## config.mk

```make
export PLATFORM = sky130hd
export DESIGN_NAME = column_capture
export DESIGN_NICKNAME = d
export VERILOG_FILES = /design/src/rtl/column_pkg.sv /design/src/rtl/column_ctrl.sv /design/src/rtl/column_datapath.sv /design/src/rtl/column_capture.sv
export SDC_FILE = /design/constraint.sdc
export NUM_CORES = 2
export LEC_CHECK = 0
export BUFFER_PORTS_ARGS = -buffer_cell sky130_fd_sc_hd__buf_2
export CAP_MARGIN = 40
export CORE_AREA = 8 8 570 572
export CTS_BUF_LIST = sky130_fd_sc_hd__clkbuf_8
export CTS_CLUSTER_SIZE = 30
export DETAILED_ROUTE_END_ITERATION = 16
export DIE_AREA = 0 0 578 580
export PLACE_DENSITY_LB_ADDON = 0.15
export SYNTH_ARGS = -nofsm -noshare
export SYNTH_HDL_FRONTEND = slang
export SYNTH_SLANG_ARGS = --single-unit
```

## constraint.sdc

```tcl
create_clock -name clk -period 2.74 [get_ports clk]
set_input_delay 0.548 -clock clk [delete_from_list [all_inputs] [get_ports clk]]
set_output_delay 0.548 -clock clk [all_outputs]
set_load 0.03 [all_outputs]
```

## src/rtl/column_pkg.sv

```systemverilog
`timescale 1ns/1ps
package column_pkg;
  localparam int CH_COUNT = 240;
  localparam int DOT_BITS = 6;
  localparam int DOTS     = 3;
  localparam int STEPS    = CH_COUNT / DOTS;
  localparam int GROUP_W  = $clog2(STEPS);

  typedef struct packed {
    logic               write;
    logic [GROUP_W-1:0] group;
    logic               snap;
  } ctrl_t;
endpackage

```

## src/rtl/column_ctrl.sv

```systemverilog
`timescale 1ns/1ps
module column_ctrl
  import column_pkg::*;
(
  input  logic  clk,
  input  logic  rstN,
  input  logic  startIn,
  input  logic  strobe,
  output ctrl_t c,
  output logic  carry
);
  localparam logic [GROUP_W-1:0] LAST = GROUP_W'(STEPS - 1);

  logic active;
  logic armed;
  logic strobeQ;
  logic [GROUP_W-1:0] count;

  always_comb begin
    c.snap  = strobe && !strobeQ;
    c.write = armed && !c.snap && (active || startIn);
    c.group = active ? count : '0;
  end

  always_ff @(posedge clk or negedge rstN) begin
    if (!rstN) begin
      active  <= 1'b0;
      armed   <= 1'b0;
      strobeQ <= 1'b0;
      count   <= '0;
      carry   <= 1'b0;
    end else begin
      strobeQ <= strobe;
      carry   <= 1'b0;
      if (c.snap) begin
        active <= 1'b0;
        count  <= '0;
        armed  <= 1'b1;
      end else if (c.write) begin
        if (c.group == LAST) begin
          active <= 1'b0;
          count  <= '0;
          carry  <= 1'b1;
        end else begin
          active <= 1'b1;
          count  <= c.group + 1'b1;
        end
      end
    end
  end

  // carry pulse lasts one clock only
  a_r6_carry_single: assert property (@(posedge clk) disable iff (!rstN)
    carry |=> !carry);
  // carry rises only after the final group was written
  a_r6_carry_after_last: assert property (@(posedge clk) disable iff (!rstN)
    $rose(carry) |-> $past(c.write && c.group == LAST));
  // after a strobe the pointer is back at group 0
  a_r9_strobe_idles: assert property (@(posedge clk) disable iff (!rstN)
    c.snap |=> (c.group == '0));
  // no write before the first strobe
  a_r2_unarmed: assert property (@(posedge clk) disable iff (!rstN)
    !armed |-> !c.write);
endmodule

```

## src/rtl/column_datapath.sv

```systemverilog
`timescale 1ns/1ps
module column_datapath
  import column_pkg::*;
#(
  parameter int CHANNELS = CH_COUNT,
  parameter int BITS     = DOT_BITS,
  parameter int LANES    = DOTS
) (
  input  logic                       clk,
  input  logic                       rstN,
  input  logic                       dirRight,
  input  logic [LANES*BITS-1:0]      pixIn,
  input  ctrl_t                      c,
  output logic [CHANNELS*BITS-1:0]   latchFlat
);
  localparam int GROUPS = CHANNELS / LANES;

  for (genvar k = 0; k < CHANNELS; k++) begin : g_ch
    localparam int FWD_G = k / LANES;
    localparam int FWD_S = k % LANES;
    localparam int REV_G = (CHANNELS - 1 - k) / LANES;
    localparam int REV_S = (CHANNELS - 1 - k) % LANES;

    logic            hit;
    logic [BITS-1:0] val;
    logic [BITS-1:0] dataQ;
    logic [BITS-1:0] latchQ;

    assign hit = c.write && (dirRight ? (c.group == GROUP_W'(FWD_G))
                                      : (c.group == GROUP_W'(REV_G)));
    assign val = dirRight ? pixIn[FWD_S*BITS +: BITS] : pixIn[REV_S*BITS +: BITS];

    always_ff @(posedge clk or negedge rstN) begin
      if (!rstN) begin
        dataQ  <= '0;
        latchQ <= '0;
      end else begin
        if (hit)    dataQ  <= val;
        if (c.snap) latchQ <= dataQ;
      end
    end

    assign latchFlat[k*BITS +: BITS] = latchQ;
  end

  // latch holds unless a strobe edge was seen
  a_r8_latch_hold: assert property (@(posedge clk) disable iff (!rstN)
    !c.snap |=> $stable(latchFlat));
  // pointer never leaves the line
  a_r3_group_range: assert property (@(posedge clk) disable iff (!rstN)
    c.write |-> (int'(c.group) < GROUPS));
endmodule

```

## src/rtl/column_capture.sv

```systemverilog
`timescale 1ns/1ps
module column_capture
  import column_pkg::*;
(
  input  logic                         clk,
  input  logic                         rstN,
  input  logic                         dirRight,
  input  logic [DOTS*DOT_BITS-1:0]     pixIn,
  input  logic                         strobe,
  input  logic                         startRIn,
  output logic                         startROut,
  output logic                         startROe,
  input  logic                         startLIn,
  output logic                         startLOut,
  output logic                         startLOe,
  output logic [CH_COUNT*DOT_BITS-1:0] latchOut
);
  ctrl_t ctrlBus;
  logic  carry;
  logic  startIn;

  assign startIn   = dirRight ? startRIn : startLIn;
  assign startLOe  = dirRight;
  assign startROe  = !dirRight;
  assign startLOut = dirRight && carry;
  assign startROut = !dirRight && carry;

  column_ctrl u_ctrl (
    .clk     (clk),
    .rstN    (rstN),
    .startIn (startIn),
    .strobe  (strobe),
    .c       (ctrlBus),
    .carry   (carry)
  );

  column_datapath #(
    .CHANNELS (CH_COUNT),
    .BITS     (DOT_BITS),
    .LANES    (DOTS)
  ) u_dp (
    .clk       (clk),
    .rstN      (rstN),
    .dirRight  (dirRight),
    .pixIn     (pixIn),
    .c         (ctrlBus),
    .latchFlat (latchOut)
  );
endmodule

```

Yosys cells after proc, flatten, opt, wreduce, memory -nomap -nowiden
Cells that the tools add are included.
{"block": "op_classes", "mux": 93, "reduce_logical": 91, "add_sub_neg": 1, "n_eq_ne": 79}
{"cell": "== test 7 x 6 -> 1 bit, second input constant", "count": 32}
{"cell": "== test 7 x 5 -> 1 bit, second input constant", "count": 16}
{"cell": "== test 7 bit, second input constant", "count": 16}
{"cell": "2-to-1 mux 1 bit", "count": 87}
{"cell": "logical AND 1 bit", "count": 85}
{"cell": "== test 7 x 4 -> 1 bit, second input constant", "count": 8}
{"cell": "== test 7 x 3 -> 1 bit, second input constant", "count": 4}
{"cell": "2-to-1 mux 7 bit", "count": 4}
{"cell": "== test 7 x 2 -> 1 bit, second input constant", "count": 2}
{"cell": "2-to-1 mux 6 bit", "count": 2}
{"cell": "adder 7 x 1 -> 7 bit, second input constant", "count": 1}
{"cell": "== test 7 x 1 -> 1 bit, second input constant", "count": 1}
{"cell": "zero test 7 bit", "count": 1}
{"cell": "zero test 1 bit", "count": 3}
{"cell": "nonzero test 2 bit", "count": 1}
{"cell": "logical OR 1 bit", "count": 1}
{"block": "word_totals", "input_bits": 24, "regBits": 2891, "elab_cells": 749, "output_inout_bits": 1444}

Logic depth before layout (Yosys ltp)
{"block": "logic_depth", "ltp_word": 7, "mapped_depth": 9, "ltp_nobuf": 4}

Hierarchy
Synthesis repeated with hierarchy kept, for this count alone.
{"block": "unflattened", "hier_cells": 6456, "area_unflattened_um2": 110833.8}
{"mod": "column_datapath", "seq_area_each_um2": 72069.1, "instances": 1, "cells_per_inst": 6393, "area_per_inst_um2": 110191.9}
{"mod": "column_ctrl", "seq_area_each_um2": 275.3, "instances": 1, "cells_per_inst": 58, "area_per_inst_um2": 599.3}
{"mod": "column_capture", "seq_area_each_um2": 0.0, "instances": 1, "cells_per_inst": 5, "area_per_inst_um2": 42.5}

Least setup slack after synthesis
OpenSTA, ideal clock, no wires.
{"block": "synth_timing", "path_kind": "input -> register", "start": "input strobe", "end": "register u_dp.g_ch[118].dataQ[0]", "setup_slack_ps": 34, "required_ps": 2615, "cell_stages": 8, "path_buffers": 4, "arrival_time_ps": 2582, "setup_ps": 125, "cell_sequence": "nor2b_1 clkbuf_1 or4b_1 buf_2 buf_4 nor2_2 buf_4 mux2_2"}
{"block": "synth_between", "elab_chain_len": 5}
{"element": "from (decl)", "line_no": "column_capture.sv:9", "text": "input logic strobe,"}
{"element": "logical AND 1 bit", "line_no": "column_ctrl.sv:20", "text": "c.snap = strobe && !strobeQ;"}
{"element": "zero test 1 bit", "line_no": "column_ctrl.sv:21", "text": "c.write = armed && !c.snap && (active || startIn);"}
{"element": "logical AND 1 bit (2 in a row)", "line_no": "column_ctrl.sv:21"}
{"element": "logical AND 1 bit", "line_no": "column_datapath.sv:29", "text": "assign hit = c.write && (dirRight ? (c.group == GROUP_W'(FWD_G))"}
{"element": "to (signal assigned)", "line_no": "column_datapath.sv:38", "text": "if (hit) dataQ <= val;"}
{"element": "to (decl)", "line_no": "column_datapath.sv:26", "text": "logic [BITS-1:0] dataQ;"}
No other way between the ends.
A chain may end at the register's enable or synchronous reset.

Worst setup path in the final report
{"block": "layout_timing", "start": "register u_ctrl.count[6]", "end": "register u_dp.g_ch[82].dataQ[3]"}
{"block": "layout_between", "elab_chain_len": 4, "elab_cells_between_ends": 5, "cone_classes": "eq/ne: 2; mux: 2; reduce/logical: 1"}
{"element": "from (decl)", "line_no": "column_ctrl.sv:17", "text": "logic [GROUP_W-1:0] count;"}
{"element": "from (signal assigned)", "line_no": "column_ctrl.sv:46", "text": "count <= c.group + 1'b1;"}
{"element": "2-to-1 mux 7 bit (*)", "line_no": "column_ctrl.sv:22", "text": "c.group = active ? count : '0;"}
{"element": "== test 7 x 6 -> 1 bit / == test 7 x 5 -> 1 bit (equally long branches)", "line_no": "column_datapath.sv:30, column_datapath.sv:29"}
{"element": "2-to-1 mux 1 bit (*)", "line_no": "column_datapath.sv:29"}
{"element": "logical AND 1 bit (*)", "line_no": "column_datapath.sv:29"}
{"element": "to (signal assigned)", "line_no": "column_datapath.sv:38"}
{"element": "to (decl)", "line_no": "column_datapath.sv:26"}
Mark *: on every way between the ends. The rest lies on a longest branch, timed or not.

==> results_dict.tcl <==
set metrics [dict create \
    vias_per_cell 5.238 \
    path_class "reg2reg" \
    first_global_vias 89630 \
    synth_flop_cell "dfrtp_1" \
    seq_area_frac_synth 0.6451 \
    reg2reg_depth 6 \
    cts.clk_slew.worst_paths_ps 60 \
    synth_edf_count 0 \
    die_w_um 578 \
    ys.warnings.count 0 \
    drv_cap 0 \
    drtIter0Drc 8490 \
    cp_max_fo 26 \
    synth_top_area_cell "dfrtp_1" \
    first_pass_iters 5 \
    gr-total-overflow 0 \
    cts_buffers 485 \
    final_layout_size_suffix_gt1_frac 0.3090 \
    nNetsFinal 12180 \
    final_util 0.4406 \
    cts_sinks 2891 \
    rsz0062_at_grt "false" \
    grtUsageMet3 0.08810 \
    hp-start "pixIn[3]" \
    path_depth 6 \
    met2_usage 0.4412 \
    crit_path_top_delay_cell "and3b_4" \
    worst_setup_path_end_kind "flop" \
    setup_tns_ps -116.7 \
    dieArea_um2 335200 \
    drc 0 \
    synthCells 10350 \
    hpwl_um 356700 \
    fp.dieH_um 580 \
    ir_drop_v 0.0004223 \
    fin_crit_sh 1.010 \
    cp_cell_sequence "buf_4, and3b_4, nand4_1, a21oi_4, buf_12, mux2_2" \
    clock_skew_ps 90.94 \
    grt_pass1_wl_um 706000 \
    holdPathEnd "u_dp.g_ch[93].dataQ[3]" \
    synth_top_area_frac 0.6451 \
    hold_ws_ps 126.5 \
    clk_latency_ps 1160 \
    gp_congestion 0.9545 \
    syn_area_um2 112100 \
    clockRootBuffer "clkbuf_8" \
    htreeDepth 5 \
    wire_per_inst_um 30.21 \
    status "finished, violations left" \
    placementRows 207 \
    core_area_um2 316200 \
    worstSetupStartpointType "flop" \
    grt_max_degree 146 \
    maxSlewHeadroom 0.4053 \
    r2r-end "u_dp.g_ch[82].dataQ[3]" \
    pwr-share-comb 0.159 \
    io_buffers 1467 \
    drt-total-wl_um 505500 \
    arrival_ps 3750 \
    cts_tree "yes" \
    async_flop_share 1.000 \
    violations "setup timing" \
    syn_avg_cell_area_um2 10.83 \
    ys_top_cells_by_count "nand2_1, dfrtp_1, mux2_2" \
    cts_buffer_depth 4 \
    grt.met1_usage 0.3828 \
    synth_area_leaders "dfrtp_1, nand2_1, mux2_2" \
    worstMarginPinSlew_ps 884.5 \
    syn_nets 10380 \
    p_int_mw 71.79 \
    clkPwrFrac 0.376 \
    start_util 0.3546 \
    p_leak_nw 77.54 \
    grt.total_usage 0.2936 \
    pwr-share-seq 0.465 \
    synth_cell_type_count 69 \
    post-route-min-period_ps 2768 \
    fmaxAchievable_mhz 361.3 \
    p_sw_frac 0.3151 \
    syn_to_final_growth_pct 24.24 \
    antenna_left 0 \
    slew_violations 0 \
    cp_top_family "simple AND/OR/NAND/NOR gates" \
    critPathBufInv 2 \
    busiest_layer "met2" \
    ios 1468 \
    synth.most_common_cell "nand2_1" \
    r2r-start "u_ctrl.count[6]" \
    slowest_delay_ps 670 \
    min_path_type "in2reg" \
    ys_ff_latch 2891 \
    power_density_nw_per_um2 752.3 \
    vias 87650 \
    fin_area_um2 139300 \
    hold_path_depth 5 \
    cp.required_ps 3730 \
    antenna_found_initial 47 \
    p_sw_mw 33.02 \
    finalHoldViolCount 0 \
    final-setup-viol-count 8 \
    r2r_slack_ps -30 \
    placed_cell_area_um2 129200 \
    layout_setup_ws_ps -27.51 \
]
placed cells by master (no fill, tap or decap), types with 14 or more instances in the layout:
cell | synthesis | layout
a22o_1 | 21 | 21
nand4_1 | 51 | 51
a221o_1 | 393 | 392
nor3_1 | 136 | 127
nand3_1 | 39 | 36
nor2_2 | 1 | 18
bufinv_16 | 0 | 14
nand2_1 | 4354 | 4343
a21oi_4 | 1 | 16
nor2_1 | 410 | 392
diode_2 | 0 | 35
buf_2 | 76 | 1459
buf_12 | 0 | 199
inv_1 | 25 | 195
o21ai_2 | 2 | 24
dlygate4sd3_1 | 0 | 16
nor2b_1 | 17 | 14
clkbuf_8 | 0 | 603
mux2_2 | 989 | 989
buf_4 | 9 | 366
dfrtp_1 | 2891 | 2890
o22ai_1 | 32 | 32
clkinv_2 | 0 | 44
a21oi_2 | 30 | 15
per-layer routing:
metal	wire, um	vias to the layer above
met3	47300	924
li1	-	37580
met1	205900	45150
met4	31020	2
met5	12	-
met2	221300	3999
power groups by stage:
stage                     registers [mW]  logic, mW  clock network [mW]
after floorplan                     52.0       4.79                   0
after global placement              49.3       16.6                   0
after detailed placement            49.4       16.8                   0
after CTS                           48.7       16.9                40.2
after global routing                49.1       17.6                42.2
final                               48.8       16.7                39.4
kinds of logic (layout without fill, tap and decap cells):
family,count (synthesis),after routing,synth area share
multiplexers,1011,1011,0.1018
AND/OR/NAND/NOR,5118,5118,0.1792
buffers and inverters,760,2926,0.02683
other,0,35,0
flip-flops,2891,2891,0.6451
AO/OA/AOI/OAI,574,574,0.04702
how the worst max path moves through the flow:
stage	endpoint	slack [ps]	start
final	u_dp.g_ch[82].dataQ[3]	-30	u_ctrl.count[6]
after global routing	u_dp.g_ch[82].dataQ[3]	3	u_ctrl.count[2]
after CTS	u_dp.g_ch[228].dataQ[4]	6	u_ctrl.count[1]
after detailed placement	u_dp.g_ch[142].dataQ[3]	-390	u_ctrl.count[3]
after global placement	u_dp.g_ch[141].dataQ[5]	-360	u_ctrl.count[3]
after floorplan	u_dp.g_ch[118].dataQ[0]	30	strobe
worst register-to-register path, delay by kind of cell, from the launching register on:
family,cells,cell delay [ps]
AND/OR/NAND/NOR,2,1080
AO/OA/AOI/OAI,1,280
buffers and inverters,2,390
multiplexers,1,440
flip-flops,1,470
flip-flops by register name (all words and copies together) (netlist names):
register and flops:
u_dp.g_ch.dataQ 1440, u_dp.g_ch.latchQ 1440, u_ctrl.strobeQ 1, u_ctrl.count 7, u_ctrl.carry 1, u_ctrl.active 1, u_ctrl.armed 1
cell type report:
| class | count | area, um2 |
|---|---|---|
| Fill cell | 30290 | 176900 |
| Sequential cell | 2891 | 72350 |
| Timing Repair Buffer | 2047 | 14310 |
| Antenna cell | 35 | 87.58 |
| Clock inverter | 250 | 1528 |
| Tap cell | 4180 | 5230 |
| Clock buffer | 603 | 8299 |
| Multi-Input combinational cell | 6703 | 37430 |
| Inverter | 26 | 97.59 |
through the flow:
step                worst slack [ps]  std cells  power (mW)
floorplan                      33.55      10350       56.80
global placement              -361.7      15820       65.96
detailed placement            -390.8      15830       66.19
CTS                            5.552      16700       105.8
global route                   3.022      16720       108.9
finish                        -27.51      16740       104.8
what timing repair did:
action                      CTS  global route
buffers inserted              3             2
gates cloned                  0             0
resized for setup             5             8
pin swaps                     2             3
hold buffers                 16             0
hold endpoints to repair   1957             0
setup endpoints to repair   346            79
No activity file was read; power rests on OpenSTA's default activity.
